**src/rtl/irw_pkg.sv**
```systemverilog
package irw_pkg;

    // Per-ring walker states, in the order a descriptor passes through them.
    typedef enum logic [2:0] {
        ST_IDLE,
        ST_RD_CNT,
        ST_RD_PTR,
        ST_BUSY,
        ST_WB_CNT,
        ST_WB_STAT
    } ring_state_e;

endpackage

```
**src/rtl/irw_ring_channel.sv**
```systemverilog
// irw_ring_channel
// Walks one descriptor ring: fetches the two words of the current
// descriptor, checks ownership, hands the buffer to the datapath, writes
// the result back with ownership released and advances the index.
// Assumes: the bus arbiter holds each command until it returns an ack,
// and configuration inputs stay stable while run_i is high.
module irw_ring_channel
    import irw_pkg::*;
#(
    parameter int PAGE_W = 8,
    parameter int BASE_W = 14,
    parameter int IDX_W  = 6,
    parameter int CNT_W  = 12,
    parameter int STAT_W = 7,
    parameter int BUF_W  = 24,
    parameter int DATA_W = 32,
    parameter bit IS_TX  = 1'b0
) (
    input  logic                           clk,
    input  logic                           rst_n,
    input  logic                           run_i,
    input  logic                           prompt_i,
    input  logic [PAGE_W-1:0]              page_i,
    input  logic [BASE_W-1:0]              base_i,
    input  logic [IDX_W-3:0]               size_code_i,
    output logic                           cmd_req_o,
    output logic                           cmd_we_o,
    output logic [PAGE_W+BASE_W+IDX_W+3:0] cmd_addr_o,
    output logic [DATA_W-1:0]              cmd_wdata_o,
    input  logic                           cmd_ack_i,
    input  logic [DATA_W-1:0]              rdata_i,
    output logic                           start_o,
    output logic [PAGE_W+BUF_W-1:0]        buf_addr_o,
    output logic [CNT_W-1:0]               count_o,
    input  logic                           done_i,
    input  logic [CNT_W-1:0]               done_count_i,
    input  logic [STAT_W-1:0]              done_status_i,
    output logic [IDX_W-1:0]               idx_o
);

    localparam int OWN_BIT = DATA_W - 1;

    ring_state_e        state_q;
    logic [IDX_W-1:0]   idx_q;
    logic [IDX_W-1:0]   idx_mask;
    logic               start_q;
    logic [CNT_W-1:0]   cnt_q;
    logic [BUF_W-1:0]   buf_q;
    logic [CNT_W-1:0]   wb_cnt_q;
    logic [STAT_W-1:0]  wb_stat_q;
    logic               word_sel;
    logic               unused_rdata;

    // Thermometer size code widened by the two always-set low bits gives the wrap mask.
    assign idx_mask = {size_code_i, 2'b11};

    // Status byte bits other than ownership are not used on a fetch.
    assign unused_rdata = ^rdata_i[DATA_W-2:BUF_W];

    // Descriptor walk: fetch, hand off, write back, advance.
    always_ff @(posedge clk) begin
        if (!rst_n || !run_i) begin
            state_q   <= ST_IDLE;
            idx_q     <= '0;
            start_q   <= 1'b0;
            cnt_q     <= '0;
            buf_q     <= '0;
            wb_cnt_q  <= '0;
            wb_stat_q <= '0;
        end else begin
            start_q <= 1'b0;
            case (state_q)
                ST_IDLE: begin
                    if (prompt_i) begin
                        state_q <= ST_RD_CNT;
                    end
                end
                ST_RD_CNT: begin
                    if (cmd_ack_i) begin
                        cnt_q   <= rdata_i[CNT_W-1:0];
                        state_q <= ST_RD_PTR;
                    end
                end
                ST_RD_PTR: begin
                    if (cmd_ack_i) begin
                        if (rdata_i[OWN_BIT]) begin
                            buf_q   <= rdata_i[BUF_W-1:0];
                            start_q <= 1'b1;
                            state_q <= ST_BUSY;
                        end else begin
                            state_q <= ST_IDLE;
                        end
                    end
                end
                ST_BUSY: begin
                    if (done_i) begin
                        wb_cnt_q  <= done_count_i;
                        wb_stat_q <= done_status_i;
                        state_q   <= ST_WB_CNT;
                    end
                end
                ST_WB_CNT: begin
                    if (cmd_ack_i) begin
                        state_q <= ST_WB_STAT;
                    end
                end
                ST_WB_STAT: begin
                    if (cmd_ack_i) begin
                        idx_q   <= (idx_q + 1'b1) & idx_mask;
                        state_q <= ST_RD_CNT;
                    end
                end
                default: state_q <= ST_IDLE;
            endcase
        end
    end

    // Bus command for the current state: which word, read or write, what data.
    always_comb begin
        cmd_req_o   = 1'b0;
        cmd_we_o    = 1'b0;
        word_sel    = 1'b0;
        cmd_wdata_o = '0;
        case (state_q)
            ST_RD_CNT: begin
                cmd_req_o = 1'b1;
            end
            ST_RD_PTR: begin
                cmd_req_o = 1'b1;
                word_sel  = 1'b1;
            end
            ST_WB_CNT: begin
                cmd_req_o   = 1'b1;
                cmd_we_o    = 1'b1;
                cmd_wdata_o = {{(DATA_W-CNT_W){1'b0}}, wb_cnt_q};
            end
            ST_WB_STAT: begin
                cmd_req_o   = 1'b1;
                cmd_we_o    = 1'b1;
                word_sel    = 1'b1;
                cmd_wdata_o = {1'b0, wb_stat_q, buf_q};
            end
            default: ;
        endcase
    end

    // Descriptor address is a pure concatenation thanks to the aligned base.
    assign cmd_addr_o = {page_i, base_i, IS_TX, idx_q, word_sel, 2'b00};
    assign start_o    = start_q;
    assign buf_addr_o = {page_i, buf_q};
    assign count_o    = cnt_q;
    assign idx_o      = idx_q;

    p_disable_clears_r1: assert property (@(posedge clk) disable iff (!rst_n)
        !run_i |=> (idx_q == '0 && state_q == ST_IDLE));

    p_unowned_keeps_idx_r5: assert property (@(posedge clk) disable iff (!rst_n)
        (run_i && state_q == ST_RD_PTR && cmd_ack_i && !rdata_i[OWN_BIT])
        |=> (state_q == ST_IDLE && $stable(idx_q) && !start_o));

    p_start_pulse_r6: assert property (@(posedge clk) disable iff (!rst_n)
        start_o |=> !start_o);

    p_busy_ignores_prompt_r8: assert property (@(posedge clk) disable iff (!rst_n)
        (run_i && state_q == ST_BUSY && !done_i) |=> (state_q == ST_BUSY && !cmd_req_o));

endmodule

```
**src/rtl/irw_bus_arbiter.sv**
```systemverilog
// irw_bus_arbiter
// Shares one request/acknowledge word port between the two ring walkers.
// The receive walker wins when both ask in the same cycle; a granted
// command is held until the bus acknowledges it, one at a time.
// Assumes: each walker keeps its command stable until its own ack.
module irw_bus_arbiter #(
    parameter int ADDR_W = 32,
    parameter int DATA_W = 32
) (
    input  logic              clk,
    input  logic              rst_n,
    input  logic              run_i,
    input  logic              rx_req_i,
    input  logic              rx_we_i,
    input  logic [ADDR_W-1:0] rx_addr_i,
    input  logic [DATA_W-1:0] rx_wdata_i,
    output logic              rx_ack_o,
    input  logic              tx_req_i,
    input  logic              tx_we_i,
    input  logic [ADDR_W-1:0] tx_addr_i,
    input  logic [DATA_W-1:0] tx_wdata_i,
    output logic              tx_ack_o,
    output logic              bus_req_o,
    output logic              bus_we_o,
    output logic [ADDR_W-1:0] bus_addr_o,
    output logic [DATA_W-1:0] bus_wdata_o,
    input  logic              bus_ack_i
);

    logic busy_q;
    logic own_tx_q;

    // Grant tracking: pick an owner when idle, release it on the ack.
    always_ff @(posedge clk) begin
        if (!rst_n || !run_i) begin
            busy_q   <= 1'b0;
            own_tx_q <= 1'b0;
        end else if (busy_q) begin
            if (bus_ack_i) begin
                busy_q <= 1'b0;
            end
        end else if (rx_req_i) begin
            busy_q   <= 1'b1;
            own_tx_q <= 1'b0;
        end else if (tx_req_i) begin
            busy_q   <= 1'b1;
            own_tx_q <= 1'b1;
        end
    end

    // Steer the owner's command to the port and the ack back to the owner.
    always_comb begin
        bus_req_o   = busy_q;
        bus_we_o    = own_tx_q ? tx_we_i    : rx_we_i;
        bus_addr_o  = own_tx_q ? tx_addr_i  : rx_addr_i;
        bus_wdata_o = own_tx_q ? tx_wdata_i : rx_wdata_i;
        rx_ack_o    = busy_q && !own_tx_q && bus_ack_i;
        tx_ack_o    = busy_q &&  own_tx_q && bus_ack_i;
    end

    p_hold_until_ack_r9: assert property (@(posedge clk) disable iff (!rst_n)
        (run_i && bus_req_o && !bus_ack_i)
        |=> (bus_req_o && $stable(bus_we_o) && $stable(bus_addr_o) && $stable(bus_wdata_o)));

    p_rx_first_r9: assert property (@(posedge clk) disable iff (!rst_n)
        (run_i && !bus_req_o && rx_req_i && tx_req_i)
        |=> (bus_req_o && bus_addr_o == $past(rx_addr_i)));

    p_single_ack_r9: assert property (@(posedge clk) disable iff (!rst_n)
        $onehot0({rx_ack_o, tx_ack_o}));

endmodule

```
**src/rtl/irlink_ring_walker.sv**
```systemverilog
// irlink_ring_walker
// Top of the descriptor ring engine: one walker per ring (receive, then
// transmit), a shared bus arbiter, size-code extraction and pointer readback.
// Assumes: page, base and size inputs change only while master enable is low.
module irlink_ring_walker #(
    parameter int PAGE_W = 8,
    parameter int BASE_W = 14,
    parameter int IDX_W  = 6,
    parameter int CNT_W  = 12,
    parameter int STAT_W = 7,
    parameter int BUF_W  = 24,
    parameter int DATA_W = 32
) (
    input  logic                           clk,
    input  logic                           rst_n,
    input  logic                           master_en_i,
    input  logic                           prompt_i,
    input  logic [PAGE_W-1:0]              page_i,
    input  logic [BASE_W-1:0]              ring_base_i,
    input  logic [4*(IDX_W-2)-1:0]         ring_size_i,
    output logic [2*IDX_W+3:0]             ring_ptr_o,
    output logic                           bus_req_o,
    output logic                           bus_we_o,
    output logic [PAGE_W+BASE_W+IDX_W+3:0] bus_addr_o,
    output logic [DATA_W-1:0]              bus_wdata_o,
    input  logic                           bus_ack_i,
    input  logic [DATA_W-1:0]              bus_rdata_i,
    output logic                           rx_start_o,
    output logic [PAGE_W+BUF_W-1:0]        rx_buf_addr_o,
    output logic [CNT_W-1:0]               rx_count_o,
    input  logic                           rx_done_i,
    input  logic [CNT_W-1:0]               rx_done_count_i,
    input  logic [STAT_W-1:0]              rx_done_status_i,
    output logic                           tx_start_o,
    output logic [PAGE_W+BUF_W-1:0]        tx_buf_addr_o,
    output logic [CNT_W-1:0]               tx_count_o,
    input  logic                           tx_done_i,
    input  logic [CNT_W-1:0]               tx_done_count_i,
    input  logic [STAT_W-1:0]              tx_done_status_i
);

    localparam int SZ_W    = IDX_W - 2;
    localparam int ADDR_W  = PAGE_W + BASE_W + IDX_W + 4;
    localparam int N_RINGS = 2;
    localparam int HI_W    = PAGE_W + BASE_W;

    logic [SZ_W-1:0]   sz_code  [N_RINGS];
    logic              ch_req   [N_RINGS];
    logic              ch_we    [N_RINGS];
    logic [ADDR_W-1:0] ch_addr  [N_RINGS];
    logic [DATA_W-1:0] ch_wdata [N_RINGS];
    logic              ch_ack   [N_RINGS];
    logic              ch_start [N_RINGS];
    logic [PAGE_W+BUF_W-1:0] ch_buf [N_RINGS];
    logic [CNT_W-1:0]  ch_cnt   [N_RINGS];
    logic              ch_done  [N_RINGS];
    logic [CNT_W-1:0]  ch_dcnt  [N_RINGS];
    logic [STAT_W-1:0] ch_dstat [N_RINGS];
    logic [IDX_W-1:0]  ch_idx   [N_RINGS];
    logic              unused_size_low;

    // Size codes sit in the upper half of the size word; the lower half is spare.
    assign sz_code[0]      = ring_size_i[2*SZ_W +: SZ_W];
    assign sz_code[1]      = ring_size_i[3*SZ_W +: SZ_W];
    assign unused_size_low = ^ring_size_i[2*SZ_W-1:0];

    assign ch_done[0]  = rx_done_i;
    assign ch_dcnt[0]  = rx_done_count_i;
    assign ch_dstat[0] = rx_done_status_i;
    assign ch_done[1]  = tx_done_i;
    assign ch_dcnt[1]  = tx_done_count_i;
    assign ch_dstat[1] = tx_done_status_i;

    // One walker per ring; index 0 is receive, index 1 is transmit.
    for (genvar g = 0; g < N_RINGS; g++) begin : g_ring
        irw_ring_channel #(
            .PAGE_W (PAGE_W),
            .BASE_W (BASE_W),
            .IDX_W  (IDX_W),
            .CNT_W  (CNT_W),
            .STAT_W (STAT_W),
            .BUF_W  (BUF_W),
            .DATA_W (DATA_W),
            .IS_TX  (g == 1)
        ) u_chan (
            .clk           (clk),
            .rst_n         (rst_n),
            .run_i         (master_en_i),
            .prompt_i      (prompt_i),
            .page_i        (page_i),
            .base_i        (ring_base_i),
            .size_code_i   (sz_code[g]),
            .cmd_req_o     (ch_req[g]),
            .cmd_we_o      (ch_we[g]),
            .cmd_addr_o    (ch_addr[g]),
            .cmd_wdata_o   (ch_wdata[g]),
            .cmd_ack_i     (ch_ack[g]),
            .rdata_i       (bus_rdata_i),
            .start_o       (ch_start[g]),
            .buf_addr_o    (ch_buf[g]),
            .count_o       (ch_cnt[g]),
            .done_i        (ch_done[g]),
            .done_count_i  (ch_dcnt[g]),
            .done_status_i (ch_dstat[g]),
            .idx_o         (ch_idx[g])
        );
    end

    irw_bus_arbiter #(
        .ADDR_W (ADDR_W),
        .DATA_W (DATA_W)
    ) u_arb (
        .clk         (clk),
        .rst_n       (rst_n),
        .run_i       (master_en_i),
        .rx_req_i    (ch_req[0]),
        .rx_we_i     (ch_we[0]),
        .rx_addr_i   (ch_addr[0]),
        .rx_wdata_i  (ch_wdata[0]),
        .rx_ack_o    (ch_ack[0]),
        .tx_req_i    (ch_req[1]),
        .tx_we_i     (ch_we[1]),
        .tx_addr_i   (ch_addr[1]),
        .tx_wdata_i  (ch_wdata[1]),
        .tx_ack_o    (ch_ack[1]),
        .bus_req_o   (bus_req_o),
        .bus_we_o    (bus_we_o),
        .bus_addr_o  (bus_addr_o),
        .bus_wdata_o (bus_wdata_o),
        .bus_ack_i   (bus_ack_i)
    );

    // Readback and datapath hand-off ports.
    assign ring_ptr_o    = {2'b00, ch_idx[1], 2'b00, ch_idx[0]};
    assign rx_start_o    = ch_start[0];
    assign rx_buf_addr_o = ch_buf[0];
    assign rx_count_o    = ch_cnt[0];
    assign tx_start_o    = ch_start[1];
    assign tx_buf_addr_o = ch_buf[1];
    assign tx_count_o    = ch_cnt[1];

    p_page_base_r2: assert property (@(posedge clk) disable iff (!rst_n)
        bus_req_o |-> (bus_addr_o[ADDR_W-1 -: HI_W] == {page_i, ring_base_i}));

    p_release_owner_r7: assert property (@(posedge clk) disable iff (!rst_n)
        (bus_req_o && bus_we_o && bus_addr_o[2]) |-> !bus_wdata_o[DATA_W-1]);

    p_idle_when_off_r1: assert property (@(posedge clk) disable iff (!rst_n)
        !master_en_i |=> (!bus_req_o && ring_ptr_o == '0));

endmodule

```
**config.mk**
```make
export PLATFORM = sky130hd
export DESIGN_NAME = irlink_ring_walker
export DESIGN_NICKNAME = d
export VERILOG_FILES = /design/src/rtl/irw_pkg.sv /design/src/rtl/irw_ring_channel.sv /design/src/rtl/irw_bus_arbiter.sv /design/src/rtl/irlink_ring_walker.sv
export SDC_FILE = /design/constraint.sdc
export NUM_CORES = 1
export LEC_CHECK = 0
export BUFFER_PORTS_ARGS = -buffer_cell sky130_fd_sc_hd__buf_4
export CORE_UTILIZATION = 40
export CTS_BUF_LIST = sky130_fd_sc_hd__clkbuf_8
export DETAILED_ROUTE_END_ITERATION = 6
export HOLD_SLACK_MARGIN = 0.03
export PLACE_DENSITY = 0.74
export SYNTH_ARGS = -nofsm -noshare
export SYNTH_HDL_FRONTEND = slang
export SYNTH_HIERARCHICAL = 1
export SYNTH_SLANG_ARGS = --single-unit
```
**constraint.sdc**
```tcl
create_clock -name clk -period 2 [get_ports clk]
set_clock_uncertainty 0.1 [all_clocks]
set_input_delay 0.5 -clock clk [delete_from_list [all_inputs] [get_ports clk]]
set_output_delay 0.5 -clock clk [all_outputs]
set_load 0.03 [all_outputs]
```
==> out/results.txt, run 1 <==
Synth area leader -> dfxtp_1
Design Area, Final -> 0.01048 sq mm
Fin. max-slew vios -> 0
Clk sinks -> 132
Post-Synthesis Cells -> 903
Crit start category -> flip-flop
Synth Area in XOR/XNOR -> 0.004776
Reg2reg path depth -> 7
Root buffer cell -> clkbuf_8
Routability cong. -> 0.8484
Total number of vias -> 7,302
Post-Synth Simple-Gate Area -> 0.2137
Synth unique cells -> 40
Leak -> 4.265 nW
Mapped Avg Cell Area -> 8.124 sq um
Post-synthesis adder-cell area fraction -> 0.003411
TritonRoute pass-1 iters -> 7
CP max FO -> 6
Hold buffers post-CTS -> 0
Clk buf depth -> 2
Critical path arrival -> 1.77 ns
Total track usage -> 0.2715
Peak VDD IR -> 0.4740 mV
Synth warn -> 6
CP top delay family -> buffers and inverters
Levels on crit path -> 7
Worst Setup SP -> g_ring[1].u_chan/state_q[1]
DR iter-0 viols -> 519
I/O pins -> 287
Crit path time final -> 2.373 ns
Initial antenna violation count -> 0
Violated checks -> setup timing
DIE AREA -> 0.01889 sq mm
Final setup margin -> -0.3726 ns
Vias in the first global route -> 6,931
Largest family of logic cells by synthesized area -> simple AND/OR/NAND/NOR gates
HP Class -> input port to flip-flop
Commonest non-fill, non-tap cell in the layout -> buf_4
FP Rows -> 49
Final wirelength -> 26,320 um
Die Span Y -> 137.4 um
Crit Path Class -> flip-flop to primary output
Fin nets -> 1,222
HPWL Detailed -> 17,230 um
CTS tree -> yes
Share of cells above drive strength 1 -> 0.4249
Port bufs -> 264
R2r startpoint -> g_ring[0].u_chan/state_q[0]
Layout area overhead -> 42.79%
Reg-to-reg endpoint -> g_ring[0].u_chan/idx_o[5]
Commonest non-fill, non-tap cells in the layout -> buf_4 (240), nand2_1 (138), dfxtp_1 (127), a21oi_1 (120), buf_6 (72)
Max_cap viols -> 0
Most frequent CP cell -> buf_6
Final hold violations -> 0
Reg-to-reg slack, setup -> 0.08 ns
Via density -> 5.421
Area post-placement -> 0.009101 sq mm
Grt ovf -> 0
Reg clk slew, reported paths -> 0.08 ns
Compound-Gate Fraction of Synth Area -> 0.1373
CTS Buf Count -> 17
Worst hold slack -> 0.1848 ns
Power Total -> 5.663 mW
H-tree depth -> 4
Final std cells w/o fill -> 1,347
Setup_tns -> -16.83 ns
CP Buf/Inv Count -> 4
ANT cells -> 0
Seq/Total Area, Yosys -> 0.3602
Starting Density -> 0.4084
Max Clk Rate -> 0.4215 GHz
Placed insts -> 1,287
Pin count of the biggest net entering global routing -> 59
Period utilization -> 1.186
Die X -> 137.4 um
DRT antenna net count -> 0
Area share of the largest cell type after synthesis -> 0.3602
Worst Setup End Kind -> primary output
CP Cell Sequence -> inv_2, nand2_4, clkinvlp_4, buf_6, and3_4, mux2_4, buf_6
Final setup vio count -> 62
Mapped Area -> 0.007336 sq mm
Flops & latches, synth -> 132
Synth top area cells -> dfxtp_1 (36%), buf_4 (8.8%), a21oi_1 (8.2%)
Outcome -> finished with violations
CP required -> 1.40 ns
Fin util -> 0.5831
Slowest cell delay on critical path -> 0.34 ns
DRC -> 0
RSZ-0062 raised after global routing -> true
Skew-Pair Late Insertion Delay -> 0.45 ns
First-pass GRT wire length -> 38,210 um
Power per cell area -> 540.6 mW/mm^2
Proportion of synthesized area in mux cells -> 0.1412
CP max-delay cell -> dfxtp_2
Dpl ws -> -0.07969 ns
Core area -> 0.01796 sq mm
Drt wl/cell -> 19.54 um
Critical Path Sink -> bus_wdata_o[12]
[cell usage after synthesis, drive strengths merged]
cell type / count
a211oi: 2
a21oi: 120
a221oi: 2
a2bb2oi: 2
a311o: 2
a31oi: 2
and3: 41
and3b: 2
and4b: 5
and4bb: 2
buf: 121
clkbuf: 39
conb: 4
dfxtp: 132
ha: 2
inv: 6
mux2: 65
mux2i: 24
nand2: 143
nand2b: 5
nand3: 52
nand3b: 2
nand4b: 8
nand4bb: 2
nor2: 33
nor2b: 11
nor3: 3
nor3b: 2
o2111a: 1
o211ai: 2
o21ai: 54
o22ai: 2
o31ai: 2
or4: 4
xnor2: 4
[area by class of cell]
cell class | instances | area [sq um]
fill | 1586 | 7488
sequential | 132 | 2656
timing repair buffer | 334 | 3075
clock buffer | 18 | 247.7
clock inverter | 14 | 150.1
tap | 229 | 286.5
inverter | 6 | 26.28
multi-input combinational | 613 | 4025
timing repair inverter | 1 | 7.507
[state kept, by name, summed over array words and instances, names as in the netlist]
register                 count
u_arb/bus_req_o              1
u_arb/own_tx_q               1
g_ring.u_chan/wb_stat_q     14
g_ring.u_chan/wb_cnt_q      24
g_ring.u_chan/idx_o         12
g_ring.u_chan/buf_q         48
g_ring.u_chan/start_o        2
g_ring.u_chan/count_o       24
g_ring.u_chan/state_q        6
[worst min path at each step]
stage	to	start	slack [ns]	cells past startpoint
6_report	g_ring[1].u_chan/wb_cnt_q[6]	tx_done_count_i[6]	0.18	3
5_1_grt	g_ring[1].u_chan/wb_cnt_q[6]	tx_done_count_i[6]	0.15	3
4_1_cts	g_ring[1].u_chan/wb_cnt_q[6]	tx_done_count_i[6]	0.15	3
3_5_place_dp	g_ring[0].u_chan/wb_stat_q[4]	g_ring[0].u_chan/wb_stat_q[4]	0.34	2
3_3_place_gp	g_ring[0].u_chan/wb_stat_q[2]	g_ring[0].u_chan/wb_stat_q[2]	0.34	2
2_1_floorplan	g_ring[0].u_chan/wb_stat_q[0]	g_ring[0].u_chan/wb_stat_q[0]	0.33	2
[tightest hold or removal path, stage by stage]
cell and delay (ns):
buf_4 0.11, nand2_1 0.04, a21oi_1 0.05
[routing by layer]
metal	GRT usage	share of wire
met4	0.1111	0.036
met5	0	0
met2	0.4531	0.48
met1	0.3108	0.39
met3	0.1008	0.097
[report_power, final]
part / leakage (nW) / internal, mW / switching, mW / total, mW
Clock: 0.196 / 1.15 / 1.16 / 2.31
Combinational: 3.00 / 0.355 / 0.360 / 0.715
Sequential: 1.07 / 2.63 / 0.00945 / 2.64
Total: 4.27 / 4.13 / 1.53 / 5.66
[logic make-up (layout without fill, tap and decap cells)]
logic type,count (synthesis),in the layout
AOI/OAI and AO/OA,191,191
xor gates and xnor gates,4,4
adders and majority gates,2,2
buffers and inverters,166,373
DFF,132,132
muxes,89,89
other,4,12
and+or+nand+nor,315,315
[what timing repair did]
action,CTS,global route
endpoints found under the setup margin,62,136
pin swaps,4,4
buffers inserted,19,4
cloned,9,4
gates resized for setup,141,27
No activity file was read; power rests on OpenSTA's default activity.
==> run 2: changes to the inputs <==
Settings changed: PLACE_DENSITY 0.74 to 0.7.
==> out/results.txt, run 2 (same netlist as run 1, synthesis figures left out) <==
DRC -> 0
CP Cell Sequence -> inv_2, nand2_4, clkinvlp_4, buf_6, and3_4, mux2_4, buf_6
Period utilization -> 1.192
Outcome -> finished with violations
Layout fillers -> 1,569
Largest register FFs -> 48
Die Span Y -> 137.4 um
Root buffer cell -> clkbuf_8
First-pass GRT wire length -> 37,650 um
Busiest grt layer -> met2
DIE AREA -> 0.01889 sq mm
Most frequent CP cell -> buf_6
Grt met3 use -> 0.09088
Design Area, Final -> 0.01053 sq mm
Hold buffers post-CTS -> 0
Routing usage on met2 -> 0.4500
RSZ-0062 raised after global routing -> true
Power per cell area -> 555.5 mW/mm^2
CTS Buf Count -> 17
Fin util -> 0.5863
Fin nets -> 1,219
Met1 usage -> 0.3233
Commonest non-fill, non-tap cells in the layout -> buf_4 (239), nand2_1 (139), dfxtp_1 (127), a21oi_1 (120), buf_6 (70)
Core area -> 0.01796 sq mm
Clk buf depth -> 2
Vias in the first global route -> 6,578
Starting Density -> 0.4084
Area post-placement -> 0.009089 sq mm
HP Class -> input port to flip-flop
CP max-delay cell -> dfxtp_2
Final hold violations -> 0
CP max FO -> 4
DRT antenna net count -> 0
ANT cells -> 0
CTS tree -> yes
CP required -> 1.40 ns
Reg clk slew, reported paths -> 0.08 ns
Setup_tns -> -16.68 ns
Grt ovf -> 0
Skew-Pair Late Insertion Delay -> 0.45 ns
Leak -> 4.258 nW
Worst Setup End Kind -> primary output
Largest reg by FF count -> g_ring.u_chan/buf_q
Via density -> 5.292
Critical path arrival -> 1.78 ns
Layout area overhead -> 43.56%
Crit Path Class -> flip-flop to primary output
FP Rows -> 49
Slowest cell delay on critical path -> 0.33 ns
Final setup margin -> -0.3845 ns
Drt wl/cell -> 19.33 um
HPWL Detailed -> 17,020 um
Port bufs -> 264
DR iter-0 viols -> 485
Crit start category -> flip-flop
TritonRoute pass-1 iters -> 7
Pin count of the biggest net entering global routing -> 59
Total number of vias -> 7,096
H-tree depth -> 4
Crit path time final -> 2.384 ns
Routability cong. -> 0.8347
Commonest non-fill, non-tap cell in the layout -> buf_4
Share of cells above drive strength 1 -> 0.4272
Violated checks -> setup timing
Fin. max-slew vios -> 0
I/O pins -> 287
Total track usage -> 0.2701
Final setup vio count -> 62
Clk sinks -> 132
Die X -> 137.4 um
Max Clk Rate -> 0.4194 GHz
Initial antenna violation count -> 0
Final wirelength -> 25,930 um
Max_cap viols -> 0
Peak VDD IR -> 0.4673 mV
-- run 2: cell count changes in the layout (fill, tap and decap cells not counted), moves of 2 or more --
cell and delta:
buf_6 -2, bufinv_16 +3, mux2i_2 +5, bufbuf_16 +2
buf_12 +2, nand2_2 -2, inv_6 -4, clkbuf_16 -2
and3_1 -2, mux2i_1 -6, clkinvlp_4 +2, buf_8 -2
and3_4 +2
-- run 2: per-stage QoR --
stage               setup WS [ns]  hold slack, ns  cells  power (mW)
global route              -0.4992          0.1642   1341       6.079
CTS                       -0.4008          0.1705   1342       5.883
finish                    -0.3845          0.1942   1341       5.850
global placement         -0.07568          0.3395   1282       3.292
floorplan                0.001514          0.3319    911       3.081
detailed placement        -0.1012          0.3442   1282       3.297
-- run 2: area by class of cell --
class                   count  area [sq um]  share of cell area
multi-input cells         613          4073              0.3867
repair buffers            329          3038              0.2885
flip-flops and latches    132          2656              0.2522
well taps                 229         286.5             0.02721
clock buffers              17         234.0             0.02222
clock inverters            12         191.4             0.01818
inverters                   6         30.03            0.002851
repair inverters            3         22.52            0.002139
-- run 2: final timing paths --
check / startpoint / slack, ns / cells after the start / to
hold / removal: tx_done_count_i[7] / 0.19 / 3 / g_ring[1].u_chan/wb_cnt_q[7]
setup / recovery: g_ring[0].u_chan/state_q[1] / -0.38 / 7 / bus_wdata_o[17]
setup reg to reg: g_ring[0].u_chan/state_q[0] / 0.14 / 6 / g_ring[0].u_chan/idx_o[5]
hold reg to reg: g_ring[1].u_chan/count_o[2] / 0.36 / 2 / g_ring[1].u_chan/count_o[2]
-- run 2: timing repair --
action | CTS | global route
endpoints found under the setup margin | 63 | 62
hold endpoints to repair | 0 | 0
resized for setup | 156 | 11
cloned | 12 | 1
pin swaps | 15 | 4
buffers inserted | 20 | 2
-- run 2: worst max-delay path: cells and delay by family, from the launching register on --
| family | cells | cell delay (ns) |
|---|---|---|
| buffers and inverters | 4 | 0.45 |
| DFF | 1 | 0.33 |
| and+or+nand+nor | 2 | 0.30 |
| muxes | 1 | 0.26 |
-- run 2: metal layers --
metal / share of wire / vias to the layer above
met5: 0 / -
met2: 0.49 / 337
met3: 0.099 / 35
met4: 0.021 / 0
met1: 0.40 / 3315
li1: - / 3409
-- run 2: power by group --
part,internal [mW],switching [mW],leakage (nW)
Combinational,0.362,0.357,2.98
Sequential,2.63,0.0106,1.07
Clock,1.45,1.04,0.216
